===== config.mk =====
export PLATFORM = sky130hd
export DESIGN_NAME = inherit_tracker
export DESIGN_NICKNAME = d
export VERILOG_FILES = /design/src/rtl/ittr_pkg.sv /design/src/rtl/ittr_pick.sv /design/src/rtl/ittr_table.sv /design/src/rtl/ittr_xform.sv /design/src/rtl/inherit_tracker.sv
export SDC_FILE = /design/constraint.sdc
export NUM_CORES = 1
export LEC_CHECK = 0
export ABC_AREA = 0
export BUFFER_PORTS_ARGS = -buffer_cell sky130_fd_sc_hd__buf_2
export CORE_MARGIN = 5
export CORE_UTILIZATION = 56
export DETAILED_ROUTE_END_ITERATION = 10
export HOLD_SLACK_MARGIN = 0.06
export PLACE_DENSITY = 0.77
export SETUP_SLACK_MARGIN = 0.02
export SLEW_MARGIN = 0
export SYNTH_ARGS = -nofsm -noshare
export SYNTH_HDL_FRONTEND = slang
export SYNTH_SLANG_ARGS = --single-unit

===== constraint.sdc =====
create_clock -name clk -period 4.28 [get_ports clk]
set_input_delay 1.07 -clock clk [delete_from_list [all_inputs] [get_ports clk]]
set_output_delay 1.07 -clock clk [all_outputs]
set_load 0.02 [all_outputs]

===== src/rtl/ittr_pkg.sv =====
package ittr_pkg;
  typedef enum logic [2:0] {
    EV_M2R = 3'd0,
    EV_R2M = 3'd1,
    EV_M2M = 3'd2,
    EV_R2R = 3'd3,
    EV_I2R = 3'd4,
    EV_I2M = 3'd5,
    EV_BIN = 3'd6,
    EV_OTH = 3'd7
  } ev_kind_e;

  function automatic logic writes_memory(input ev_kind_e k);
    return (k == EV_R2M) || (k == EV_M2M) || (k == EV_I2M);
  endfunction
endpackage


===== src/rtl/ittr_pick.sv =====
module ittr_pick #(
  parameter int N = 8,
  localparam int IW = $clog2(N)
) (
  input  logic [N-1:0]  req,
  output logic [N-1:0]  gnt,
  output logic [IW-1:0] idx,
  output logic          any
);
  logic [N:0] seen;
  assign seen[0] = 1'b0;

  for (genvar i = 0; i < N; i++) begin : g_bit
    assign gnt[i]    = req[i] & ~seen[i];
    assign seen[i+1] = seen[i] | req[i];
  end

  assign any = seen[N];

  always_comb begin
    idx = '0;
    for (int i = 0; i < N; i++) begin
      if (gnt[i]) idx = IW'(i);
    end
  end
endmodule


===== src/rtl/ittr_table.sv =====
module ittr_table #(
  parameter int NREGS = 8,
  parameter int AW    = 32,
  localparam int IW   = $clog2(NREGS)
) (
  input  logic                      clk,
  input  logic                      rst_n,
  input  logic                      clr_all,
  input  logic                      wr_en,
  input  logic [IW-1:0]             wr_idx,
  input  logic                      wr_vld,
  input  logic [AW-1:0]             wr_addr,
  input  logic [NREGS-1:0]          flush_clr,
  input  logic [AW-1:0]             match_addr,
  output logic [NREGS-1:0]          ent_vld,
  output logic [NREGS-1:0][AW-1:0]  ent_addr,
  output logic [NREGS-1:0]          match
);
  for (genvar i = 0; i < NREGS; i++) begin : g_ent
    always_ff @(posedge clk or negedge rst_n) begin
      if (!rst_n) begin
        ent_vld[i]  <= 1'b0;
        ent_addr[i] <= '0;
      end else if (clr_all) begin
        ent_vld[i] <= 1'b0;
      end else if (wr_en && (wr_idx == IW'(i))) begin
        ent_vld[i]  <= wr_vld;
        ent_addr[i] <= wr_addr;
      end else if (flush_clr[i]) begin
        ent_vld[i] <= 1'b0;
      end
    end

    assign match[i] = ent_vld[i] && (ent_addr[i] == match_addr);

    // resolution only ever targets a live entry
    p_flush_live_r7: assert property (@(posedge clk) disable iff (!rst_n)
      flush_clr[i] |-> ent_vld[i]);

    // a resolved entry is gone on the next cycle
    p_flush_clears_r7: assert property (@(posedge clk) disable iff (!rst_n)
      (flush_clr[i] && !(wr_en && wr_idx == IW'(i))) |=> !ent_vld[i]);
  end

  // turning tracking off empties the table
  p_clear_all_r8: assert property (@(posedge clk) disable iff (!rst_n)
    clr_all |=> (ent_vld == '0));
endmodule


===== src/rtl/ittr_xform.sv =====
module ittr_xform
  import ittr_pkg::*;
#(
  parameter int NREGS = 8,
  parameter int AW    = 32,
  localparam int IW   = $clog2(NREGS)
) (
  input  logic                      en,
  input  ev_kind_e                  kind,
  input  logic [AW-1:0]             src,
  input  logic [AW-1:0]             dst,
  input  logic [NREGS-1:0]          ent_vld,
  input  logic [NREGS-1:0][AW-1:0]  ent_addr,
  input  logic [NREGS-1:0]          match,
  output logic [NREGS-1:0]          flush_need,
  output logic                      fin_emit,
  output ev_kind_e                  fin_kind,
  output logic [AW-1:0]             fin_src,
  output logic [AW-1:0]             fin_dst,
  output logic                      upd_en,
  output logic [IW-1:0]             upd_idx,
  output logic                      upd_vld,
  output logic [AW-1:0]             upd_addr
);
  logic [IW-1:0] s_idx, d_idx;
  assign s_idx = src[IW-1:0];
  assign d_idx = dst[IW-1:0];

  // Registers that must be resolved before the final event may leave
  always_comb begin
    flush_need = '0;
    if (en) begin
      if (writes_memory(kind)) flush_need = match;
      else if (kind == EV_BIN) flush_need = ent_vld & (NREGS'(1) << d_idx);
    end
  end

  // State transition and final event
  always_comb begin
    fin_emit = 1'b1;
    fin_kind = kind;
    fin_src  = src;
    fin_dst  = dst;
    upd_en   = 1'b0;
    upd_idx  = d_idx;
    upd_vld  = 1'b0;
    upd_addr = '0;
    if (en) begin
      unique case (kind)
        EV_M2R: begin
          fin_emit = 1'b0;
          upd_en   = 1'b1;
          upd_vld  = 1'b1;
          upd_addr = src;
        end
        EV_R2R: begin
          upd_en = 1'b1;
          if (ent_vld[s_idx]) begin
            fin_emit = 1'b0;
            upd_vld  = 1'b1;
            upd_addr = ent_addr[s_idx];
          end
        end
        EV_R2M: begin
          if (ent_vld[s_idx]) begin
            fin_kind = EV_M2M;
            fin_src  = ent_addr[s_idx];
          end
        end
        EV_I2R, EV_BIN: begin
          upd_en = 1'b1;
        end
        default: begin
        end
      endcase
    end
  end
endmodule


===== src/rtl/inherit_tracker.sv =====
module inherit_tracker
  import ittr_pkg::*;
#(
  parameter int NREGS = 8,
  parameter int AW    = 32,
  localparam int IW   = $clog2(NREGS)
) (
  input  logic          clk,
  input  logic          rst_n,
  input  logic          enable,
  input  logic          in_valid,
  output logic          in_ready,
  input  logic [2:0]    in_type,
  input  logic [AW-1:0] in_src,
  input  logic [AW-1:0] in_dst,
  output logic          out_valid,
  input  logic          out_ready,
  output logic [2:0]    out_type,
  output logic [AW-1:0] out_src,
  output logic [AW-1:0] out_dst
);
  // Held event
  logic          cur_busy, cur_en;
  ev_kind_e      cur_kind;
  logic [AW-1:0] cur_src, cur_dst;

  // Table
  logic [NREGS-1:0]         ent_vld, match, flush_clr;
  logic [NREGS-1:0][AW-1:0] ent_addr;
  logic                     clr_all, tbl_wr;

  // Transform
  logic [NREGS-1:0] flush_need, sel_oh;
  logic [IW-1:0]    sel_idx, upd_idx;
  logic             sel_any, fin_emit, upd_en, upd_vld;
  ev_kind_e         fin_kind;
  logic [AW-1:0]    fin_src, fin_dst, upd_addr;

  logic accept, done;

  ittr_table #(.NREGS(NREGS), .AW(AW)) u_table (
    .clk        (clk),
    .rst_n      (rst_n),
    .clr_all    (clr_all),
    .wr_en      (tbl_wr),
    .wr_idx     (upd_idx),
    .wr_vld     (upd_vld),
    .wr_addr    (upd_addr),
    .flush_clr  (flush_clr),
    .match_addr (cur_dst),
    .ent_vld    (ent_vld),
    .ent_addr   (ent_addr),
    .match      (match)
  );

  ittr_xform #(.NREGS(NREGS), .AW(AW)) u_xform (
    .en         (cur_busy && cur_en),
    .kind       (cur_kind),
    .src        (cur_src),
    .dst        (cur_dst),
    .ent_vld    (ent_vld),
    .ent_addr   (ent_addr),
    .match      (match),
    .flush_need (flush_need),
    .fin_emit   (fin_emit),
    .fin_kind   (fin_kind),
    .fin_src    (fin_src),
    .fin_dst    (fin_dst),
    .upd_en     (upd_en),
    .upd_idx    (upd_idx),
    .upd_vld    (upd_vld),
    .upd_addr   (upd_addr)
  );

  ittr_pick #(.N(NREGS)) u_pick (
    .req (flush_need),
    .gnt (sel_oh),
    .idx (sel_idx),
    .any (sel_any)
  );

  // Output: pending resolutions first, then the final event
  assign out_valid = cur_busy && (sel_any || fin_emit);
  assign out_type  = sel_any ? EV_M2R : fin_kind;
  assign out_src   = sel_any ? ent_addr[sel_idx] : fin_src;
  assign out_dst   = sel_any ? AW'(sel_idx) : fin_dst;

  assign flush_clr = (cur_busy && sel_any && out_ready) ? sel_oh : '0;
  assign done      = cur_busy && !sel_any && (!fin_emit || out_ready);
  assign in_ready  = !cur_busy || done;
  assign accept    = in_valid && in_ready;
  assign tbl_wr    = done && upd_en;
  assign clr_all   = !enable && !(cur_busy && cur_en);

  always_ff @(posedge clk or negedge rst_n) begin
    if (!rst_n) begin
      cur_busy <= 1'b0;
      cur_en   <= 1'b0;
      cur_kind <= EV_M2R;
      cur_src  <= '0;
      cur_dst  <= '0;
    end else if (accept) begin
      cur_busy <= 1'b1;
      cur_en   <= enable;
      cur_kind <= ev_kind_e'(in_type);
      cur_src  <= in_src;
      cur_dst  <= in_dst;
    end else if (done) begin
      cur_busy <= 1'b0;
    end
  end

  // an offered beat holds until taken
  p_hold_stable_r9: assert property (@(posedge clk) disable iff (!rst_n)
    (out_valid && !out_ready) |=> (out_valid && $stable(out_type) &&
                                   $stable(out_src) && $stable(out_dst)));

  // no new input while the output is stalled
  p_no_take_stalled_r9: assert property (@(posedge clk) disable iff (!rst_n)
    (out_valid && !out_ready) |-> !in_ready);

  // an absorbed load never reaches the output
  p_absorb_silent_r2: assert property (@(posedge clk) disable iff (!rst_n)
    (cur_busy && cur_en && cur_kind == EV_M2R) |-> !out_valid);

  // with tracking off the held event goes out untouched
  p_pass_off_r8: assert property (@(posedge clk) disable iff (!rst_n)
    (cur_busy && !cur_en) |-> (out_valid && out_type == cur_kind &&
                               out_src == cur_src && out_dst == cur_dst));

  // at most one register resolved per cycle
  p_one_flush_r7: assert property (@(posedge clk) disable iff (!rst_n)
    $onehot0(flush_clr));

  // a binary event leaves only after its register is resolved
  p_bin_resolved_r5: assert property (@(posedge clk) disable iff (!rst_n)
    (cur_busy && cur_en && out_valid && out_type == EV_BIN) |->
      !ent_vld[cur_dst[IW-1:0]]);
endmodule


==> results of run 1 <==
cell usage in the layout (no fill, tap or decap), drive strengths merged, types with 3 or more instances in the layout:
cell       n
buf      780
mux2     351
dfrtp    333
xnor2    127
xor2     125
nor2      85
a211oi    83
inv       78
nand2     76
mux4      66
o21ai     66
clkbuf    64
nand4     55
nand3     50
nor3      50
and2      49
nor4      48
a31oi     43
a21oi     38
a22oi     33
o2bb2ai   31
o211ai    26
and3      13
nor4b     13
a221oi    12
nand2b    11
o221ai    11
or4       10
and4      10
clkinv     8
mux2i      7
o21a       5
diode      4
nor4bb     4
o31ai      3
bufinv     3
a2111oi    3
metrics by stage:
step | hold slack (ns) | setup WS (ns) | instance area [sq um] | total power, mW | utilization
4_1_cts | 0.5396 | -0.7853 | 31030 | 11.93 | 0.7829
5_1_grt | 0.5661 | -1.132 | 31860 | 12.77 | 0.8037
6_report | 0.5540 | -1.199 | 31870 | 12.61 | 0.8039
2_1_floorplan | 0.4947 | 0.01346 | 22630 | 5.917 | -
3_3_place_gp | 0.5255 | -0.6965 | 28050 | 8.060 | 0.7076
3_5_place_dp | 0.5254 | -0.7894 | 28050 | 8.145 | 0.7076
cells by family after synthesis:
group,count (synthesis)
xor gates and xnor gates,252
and+or+nand+nor,487
buffers and inverters,257
muxes,424
AOI/OAI and AO/OA,371
DFF,333
cell type report:
class,count,area [sq um]
Antenna cell,4,10.01
Clock buffer,58,1149
Clock inverter,12,156.4
Fill cell,2119,7774
Inverter,78,294.0
Multi-Input combinational cell,1534,14460
Sequential cell,333,8364
Tap cell,525,656.9
Timing Repair Buffer,786,6774
Yosys cell counts, types with 26 or more instances:
library cell                instances  share of area
sky130_fd_sc_hd__mux2_2           323           0.16
sky130_fd_sc_hd__a31oi_1           43          0.012
sky130_fd_sc_hd__xor2_1           125          0.049
sky130_fd_sc_hd__nor2_1            85          0.014
sky130_fd_sc_hd__o211ai_1          26         0.0087
sky130_fd_sc_hd__nand4_1           55          0.015
sky130_fd_sc_hd__mux2_1            28          0.014
sky130_fd_sc_hd__nor4_1            46          0.013
sky130_fd_sc_hd__buf_2             54          0.012
sky130_fd_sc_hd__mux4_2            66          0.066
sky130_fd_sc_hd__a22oi_1           33          0.011
sky130_fd_sc_hd__nand2_1           75          0.013
sky130_fd_sc_hd__a211oi_1          83          0.028
sky130_fd_sc_hd__xnor2_1          127          0.050
sky130_fd_sc_hd__a21oi_1           38         0.0085
sky130_fd_sc_hd__and2_1            48          0.013
sky130_fd_sc_hd__clkbuf_1         106          0.018
sky130_fd_sc_hd__inv_1             77          0.013
sky130_fd_sc_hd__o2bb2ai_1         31          0.012
sky130_fd_sc_hd__o21ai_0           51          0.011
sky130_fd_sc_hd__nor3_1            49          0.011
sky130_fd_sc_hd__dfrtp_1          333           0.37
sky130_fd_sc_hd__nand3_1           49          0.011
layer usage:
layer,track usage,routed length (um)
met3,0.2023,21040
met1,0.6389,40330
met2,0.7643,50120
met5,0,77
met4,0.3897,15150
state kept, by name, summed over array words and instances, names as in the netlist:
| name | flops |
|---|---|
| cur_en | 1 |
| cur_src | 32 |
| cur_kind | 3 |
| cur_busy | 1 |
| u_table.ent_addr | 256 |
| cur_dst | 32 |
| u_table.ent_vld | 8 |
power groups by stage:
| stage | registers, mW | clock network, mW | logic [mW] |
|---|---|---|---|
| global placement | 3.95 | 0 | 4.11 |
| floorplan | 3.78 | 0 | 2.13 |
| CTS | 3.94 | 3.47 | 4.52 |
| finish | 4.00 | 3.53 | 5.09 |
| global route | 4.02 | 3.63 | 5.13 |
| detailed placement | 3.97 | 0 | 4.17 |
worst max-delay path by stage:
| stage | to | slack, ns | cells past startpoint |
|---|---|---|---|
| floorplan | out_src[19] | 0.01 | 12 |
| global placement | out_src[30] | -0.70 | 14 |
| detailed placement | out_src[30] | -0.79 | 13 |
| CTS | out_src[30] | -0.79 | 14 |
| global route | out_src[26] | -1.13 | 14 |
| finish | out_src[26] | -1.20 | 14 |
what timing repair did:
action	CTS	global route
buffers inserted	51	10
cloned	6	7
hold buffers	0	0
pin swaps	48	34
endpoints found under the setup margin	68	69
resized for setup	263	114
==> results list, run 1 <==
- The initial utilization of the core area, before any placement, comes to 0.5651.
* Remaining max-slew budget at the tightest pin: 0.3382
- Last weighted congestion value of the routability-driven placer: roughly 1.1
- Number of antenna violations at the first check in global routing: 4
- Compound-gate portion of the synthesized area: 0.1151
- EDFF count, synth: 0
- STA classifies the critical path startpoint as a flip-flop.
* TritonCTS Buffers: 39
- Max Cap Viol: 0
- Reg-to-reg setup timing slack: -0.57 ns
- In this design, the largest share of critical-path delay is due to simple AND/OR/NAND/NOR gates.
* Port Buffer Count: 140
- Clock skew on the completed layout was measured at between 0.03 and 0.04 ns.
- Number of endpoints with negative hold slack in the final report: 0
* Worst path cell trace: buf_4 > xnor2_1 > buf_4 > nand2_1 > nor3_1 > nand4_1 > nand2_1 > a2111oi_4 > buf_4 > buf_12 > and2_1 > a211oi_1 > o211ai_1 > buf_4
- Clock-pin slew reported for the worst setup and hold paths after clock tree synthesis: roughly 0.06 ns
- Of the total synthesized cell area, the portion taken by full adders, half adders and majority gates is 0.
- The setup path with the least slack is of type flip-flop to output port.
- Total via count in the routed design: about 25000
- After synthesis the netlist holds a flip-flop and latch count of around 330.
- The startpoint identified for the worst register-to-register timing path is cur_dst[30]$_DFFE_PN0P_.
* Residual DRC count: 0
- Minimum period implied by the final worst setup slack: 5.479 ns
- Source of the critical timing path: cur_dst[30]$_DFFE_PN0P_
* Hold wc startpoint: cur_src[3]$_DFFE_PN0P_
- The worst setup path is captured at an output port.
- Largest net degree at the start of global routing: 97
* Total buffers and inverters traversed by the critical path: 5
* Kind of path behind the tightest hold check: flip-flop to flip-flop
* Detailed-route wire length per cell: about 38 um
- Of the available clock period, the critical path in the final layout requires 1.280.
* Maximum clock rate: 182.5 MHz
* Worst R2R Path Depth: 26
- Simple-gate area share of the yosys netlist: 0.1193
- Count of pins on the block boundary: between 100 and 150
- In this run the power spent charging and discharging nets is approximately 4.8 mW.
- Sum of net half-perimeters after detailed placement: 79130 um
* Fin worst setup slack: -1.199 ns
- The region available for standard cell placement spans between 0.03 and 0.04 sq mm.
* Standard-cell rows: between 70 and 80
* Vertical extent of the die: about 210 um
* Portion of netlist area occupied by mux cells: 0.2460
- In the global route stage, overall resource usage came out at 0.5265.
* Delay of the slowest cell on the worst path: about 0.50 ns
- Of the total synthesized cell area, the portion taken by XOR and XNOR cells is 0.09854.
- Proportion of power drawn by combinational gates: 0.403
* Endpoint, Worst Hold: cur_src[3]$_DFFE_PN0P_
- The synthesized netlist occupies a cell area of approximately 0.022 sq mm.
- Combinational family with the most area after synthesis: multiplexers
* Congestion Overflow GR: 0
* Sequential fraction of design power: 0.317
- The tree is rooted in a sky130_fd_sc_hd__clkbuf_16.
- For the pin with the worst max-slew slack, the measured transition is around 1 ns.
* Post-Route WL: about 130000 um
* Layout cell share with drive strength beyond 1: 0.5266
- In this design, the critical path's most frequently occurring cell is sky130_fd_sc_hd__buf_4.
- Clock network latency to the later pin of the worst-skew pair: a little under 0.6 ns
* Horizontal die dimension: 210.0 um
* Area growth from synthesis to layout: 42.27%
- Detailed Routing Iterations Pass 1: 9
* Violations in the final reports: negative setup slack
- TritonCTS built the clock tree.
- Setup violations remaining at the end of the flow were counted as 69.
- Counting instances, the worst hold path has a depth of 1.
- First DRT Iteration DRCs: ~4600
* Clock network power share: 0.280
* Total count of max-transition violations in the final report: 0
* Switch share: 0.3837
- Synthesized Nets: 2196
- Dividing the detail-routed via count by the number of cells gives 7.490.
- Pint: 7.774 mW
* Maximum vdd ir drop: 418.0 uV
- Antenna Violating Nets Remaining: 0
- Avg Inst Size Synth: 10.55 sq um
* Final non-filler cell total: roughly 3300
- STA puts the critical path data arrival time at roughly 4.4 ns.
- Number of distinct library cell variants in the gate-level netlist after synthesis: a little under 70
- The number of global-route vias before repair is 24372.
- Synthesized instance count: 2124
- Power density cells: 395.8 mW/mm^2
* Leakage component of the power: between 10 and 15 nW
* Final TNS setup: -58.54 ns
* CTS H-tree depth: 2
- For this run, asynchronously set or reset flops after synthesis account for 1.000.
* Standard cell with the maximum stage delay on the critical path: sky130_fd_sc_hd__dfrtp_1
- In this run, placement finished with an instance count of 3185.
* First-pass GRT wire length: roughly 170000 um
- Run status: finished with violations
* Unrepaired setup endpoints after global routing: true
- The final layout contains roughly 2800 nets.
- The die covers approximately 0.044 sq mm.
* Share of synthesized area occupied by flip-flops and latches: 0.3720
- Worst Path Max Fanout: 14
* Maximum clock path buffer count: 3
- For the worst setup path, the data required time is ~3.2 ns.
- Most common flop cell mapped by yosys: sky130_fd_sc_hd__dfrtp_1
- Clock tree synthesis found a total of about 330 sinks.
- The Yosys step of the flow raised 0 warnings.
- RR Endpoint: cur_busy$_DFFE_PN0P_
Power figures use the tool's default switching activity.
==> run 2: changes to the inputs <==
==> constraint.sdc (replaced) <==
create_clock -name clk -period 4.28 [get_ports clk]
set_input_delay 0.214 -clock clk [delete_from_list [all_inputs] [get_ports clk]]
set_output_delay 0.214 -clock clk [all_outputs]
set_load 0.02 [all_outputs]
==> results list, run 2 (same netlist as run 1, synthesis figures left out) <==
- The overall track demand over capacity in global routing was 0.4681 (was 0.5265).
- Leakage component of the power: 12.00 nW (was 14.32 nW)
- Clock sink count: 333 (unchanged)
- The fraction of power consumed by the clock network is 0.296 (was 0.280).
- Placed Cells incl. Taps: 2783 (was 3185)
- Unrepaired setup endpoints after global routing: true (unchanged)
- Most common library cell in the layout ignoring fill and taps: sky130_fd_sc_hd__mux2_2 (was sky130_fd_sc_hd__buf_4)
- Run status: finished with violations (unchanged).
- Highest-count cells in the layout ignoring fill and taps: sky130_fd_sc_hd__mux2_2, sky130_fd_sc_hd__dfrtp_1, sky130_fd_sc_hd__buf_4 (was sky130_fd_sc_hd__buf_4, sky130_fd_sc_hd__mux2_2, sky130_fd_sc_hd__dfrtp_1)
- Source of the critical timing path: cur_kind[0]$_DFFE_PN0P_ (was cur_dst[30]$_DFFE_PN0P_)
* Remaining max-slew budget at the tightest pin: 0.3448 (was 0.3382)
- The category of the most critical setup path was flip-flop to output port (unchanged).
- The cell area power density is 402.3 mW/mm^2 (was 395.8 mW/mm^2).
- The root buffer cell is sky130_fd_sc_hd__clkbuf_16 (unchanged).
- Sequential fraction of design power: 0.361 (was 0.317)
- Critical Path Start Type: flip-flop (unchanged)
- Congestion Overflow GR: 0 (unchanged)
- Violations in the final reports: negative setup slack (unchanged).
- Fin worst setup slack: -0.09783 ns (was -1.199 ns)
* CTS H-tree depth: 2 (unchanged)
- Final period utilization: 1.023 (was 1.280)
- First-pass GRT wire length: 150600 um (was 170300 um)
- Switch share: 0.3818 (was 0.3837)
- The register with the most flip-flops is u_table.ent_addr (unchanged).
- The CTS tree was yes (unchanged).
- Hold wc startpoint: out_ready (was cur_src[3]$_DFFE_PN0P_)
- Post-Route WL: 105700 um (was 126700 um)
* Number of global-route vias before repair: 21113 (was 24372)
* Standard-cell rows: 73 (unchanged)
* Number of endpoints with negative hold slack in the final report: 0 (unchanged)
- The signal arrival time at the worst endpoint is 4.16 ns (was 4.41 ns).
* Power spent charging and discharging nets: 4.279 mW (was 4.839 mW)
- The area growth from synthesis to layout is 24.38% (was 42.27%).
* First DRT Iteration DRCs: 2941 (was 4553)
* RR Endpoint: u_table.ent_addr[162]$_DFFE_PN0P_ (was cur_busy$_DFFE_PN0P_)
- Final net count: 2463 (was 2844)
- The routed length on met1 is 36670 um (was 40330 um).
- The number of buffers on the longest clock path is 3 (unchanged).
- The detailed-routed wire length on met3 was 15120 um (was 21040 um).
* Filler instances: 2743 (was 2119)
- Port Buffer Count: 140 (unchanged)
- Horizontal die dimension: 210.0 um (unchanged)
* Antenna Violating Nets Remaining: 0 (unchanged)
* Detailed Routing Iterations Pass 1: 6 (was 9)
- Cells on Worst Hold Path: 4 (was 1)
* Startpoint of the worst register-to-register path: cur_dst[27]$_DFFE_PN0P_ (was cur_dst[30]$_DFFE_PN0P_)
* Vertical extent of the die: 210.0 um (unchanged)
- Last weighted congestion value of the routability-driven placer: 1.092 (was 1.115)
- The area of the die came to 0.04410 sq mm (unchanged).
- The total power of the final layout is 11.21 mW (was 12.61 mW).
- The max-cap check violation count came to 0 (unchanged).
* Clock network latency to the later pin of the worst-skew pair: 0.58 ns (was 0.59 ns)
- Total count of max-transition violations in the final report: 0 (unchanged)
- The remaining design rule violation count is 0 (unchanged).
- The setup slack of the worst register-to-register path was 0.37 ns (was -0.57 ns).
* Final count of negative-setup-slack endpoints: 23 (was 69)
- Area of the core: 0.03964 sq mm (unchanged)
- Top routing layer in use: met5 (unchanged)
* Layout cell share with drive strength beyond 1: 0.3849 (was 0.5266)
- The data required time at the worst endpoint was 4.07 ns (was 3.21 ns).
- Detailed-route wire length per cell: 35.89 um (was 38.05 um)
- The area after detailed placement came to 0.02482 sq mm (was 0.02805 sq mm).
- The number of buffers created by CTS came to 39 (unchanged).
* Maximum clock rate: 228.4 MHz (was 182.5 MHz)
- Total via count in the routed design: 21253 (was 24941)
* Leading registers by flop count: u_table.ent_addr: 256 flops, cur_dst: 32 flops, cur_src: 32 flops (unchanged)
* Final non-filler cell total: 2945 (was 3330)
* Post-route standard cell area excluding fillers: 0.02786 sq mm (was 0.03187 sq mm)
* Count of pins on the block boundary: 141 (unchanged)
- The combinational cell fraction of total power was 0.343 (was 0.403).
* Maximum vdd ir drop: 379.6 uV (was 418.0 uV)
- The met2 wire length is 44360 um (was 50120 um).
- Worst R2R Path Depth: 12 (was 26)
* Number of vias per cell: 7.217 (was 7.490)
- The clock-pin slew reported for the worst setup and hold paths after clock tree synthesis came to 0.06 ns (about the same).
* Number of antenna violations at the first check in global routing: 2 (was 4)
* Initial Utilization: 0.5651 (unchanged)
- The number of flip-flops under the largest register name is 256 (unchanged).
- The transition time of the tightest slew-check pin came to 0.9692 ns (was 0.9881 ns).
- Worst Path Max Fanout: 8 (was 14)
- The internal power component came to 6.929 mW (was 7.774 mW).
- The largest net degree at the start of global routing came to 116 (was 97).
- Capturing element type of the critical path: output port (unchanged)
- The clock skew after layout was 0.02817 ns (was 0.03635 ns).
- Endpoint, Worst Hold: u_table.ent_vld[4]$_DFFE_PN0P_ (was cur_src[3]$_DFFE_PN0P_)
- The time the final worst path needs with I/O delays and setup came to 4.378 ns (was 5.479 ns).
* Minimum setup slack after placement: -0.03608 ns (was -0.7894 ns)
- The type of the worst min-delay path is input pin to flip-flop (was flip-flop to flip-flop).
- Sum of net half-perimeters after detailed placement: 73220 um (was 79130 um)
[run 2: changes by cell type in the layout (fill, tap and decap cells not counted), sizes merged]
cell	change
diode	-3
clkbuf	-6
clkinv	+1
dlygate4sd3	+70
buf	-446
bufinv	-2
inv	+1
[run 2: critical path, cell delays in order, from the launching register on]
cell and delay [ns]:
sky130_fd_sc_hd__dfrtp_1 0.40, sky130_fd_sc_hd__buf_4 0.17, sky130_fd_sc_hd__nor2b_2 0.18, sky130_fd_sc_hd__o21ai_4 0.39, sky130_fd_sc_hd__buf_4 0.24, sky130_fd_sc_hd__nor4_1 0.06
sky130_fd_sc_hd__nand3_1 0.21, sky130_fd_sc_hd__nor4b_4 0.42, sky130_fd_sc_hd__buf_4 0.20, sky130_fd_sc_hd__nor4b_1 0.78, sky130_fd_sc_hd__a211oi_1 0.13, sky130_fd_sc_hd__o211ai_1 0.18
sky130_fd_sc_hd__buf_4 0.20
[run 2: worst max-delay path by stage]
stage,endpoint,cells after the start
final,out_src[22],12
after floorplan,out_src[19],12
after global placement,out_src[30],10
after CTS,out_src[9],14
after detailed placement,out_src[30],11
after global routing,out_src[17],13
[run 2: power by group through the flow]
stage | Clock [mW] | Combinational, mW | Sequential (mW)
after floorplan | 0 | 2.11 | 3.78
after global placement | 0 | 3.39 | 4.02
after detailed placement | 0 | 3.43 | 4.04
after CTS | 3.31 | 3.64 | 4.01
after global routing | 3.44 | 3.94 | 4.08
final | 3.32 | 3.84 | 4.05
[run 2: layer usage]
| metal | vias to the layer above | GRT usage |
|---|---|---|
| met5 | - | 0.005388 |
| met4 | 2 | 0.2977 |
| met3 | 585 | 0.1710 |
| met2 | 1900 | 0.6884 |
| met1 | 10365 | 0.5868 |
| li1 | 8401 | - |
[run 2: repair_timing]
item,in CTS,in global routing
endpoints found under the setup margin,39,37
hold buffers,70,0
gates resized for setup,117,62
hold endpoints to repair,180,0
pin swaps,30,16
buffers inserted,16,2
cloned,4,1
[run 2: stage by stage]
stage,utilization,hold slack [ns],TNS [ns]
finish,0.7028,0.1922,-0.8773
detailed placement,0.6262,0.3690,-0.04862
floorplan,-,-0.08159,0
global route,0.7027,0.2027,-2.636
global placement,0.6262,0.3661,-0.4426
CTS,0.6953,0.1711,-0.02161
[run 2: final cells by class]
class	instances	area [sq um]	share of cell area
Inverter	78	294.0	0.01055
Multi-Input combinational cell	1534	13770	0.4941
Clock inverter	12	113.9	0.004087
Timing Repair Buffer	405	3536	0.1269
Sequential cell	333	8366	0.3003
Tap cell	525	656.9	0.02358
Antenna cell	1	2.502	0.00008982
Clock buffer	57	1125	0.04038
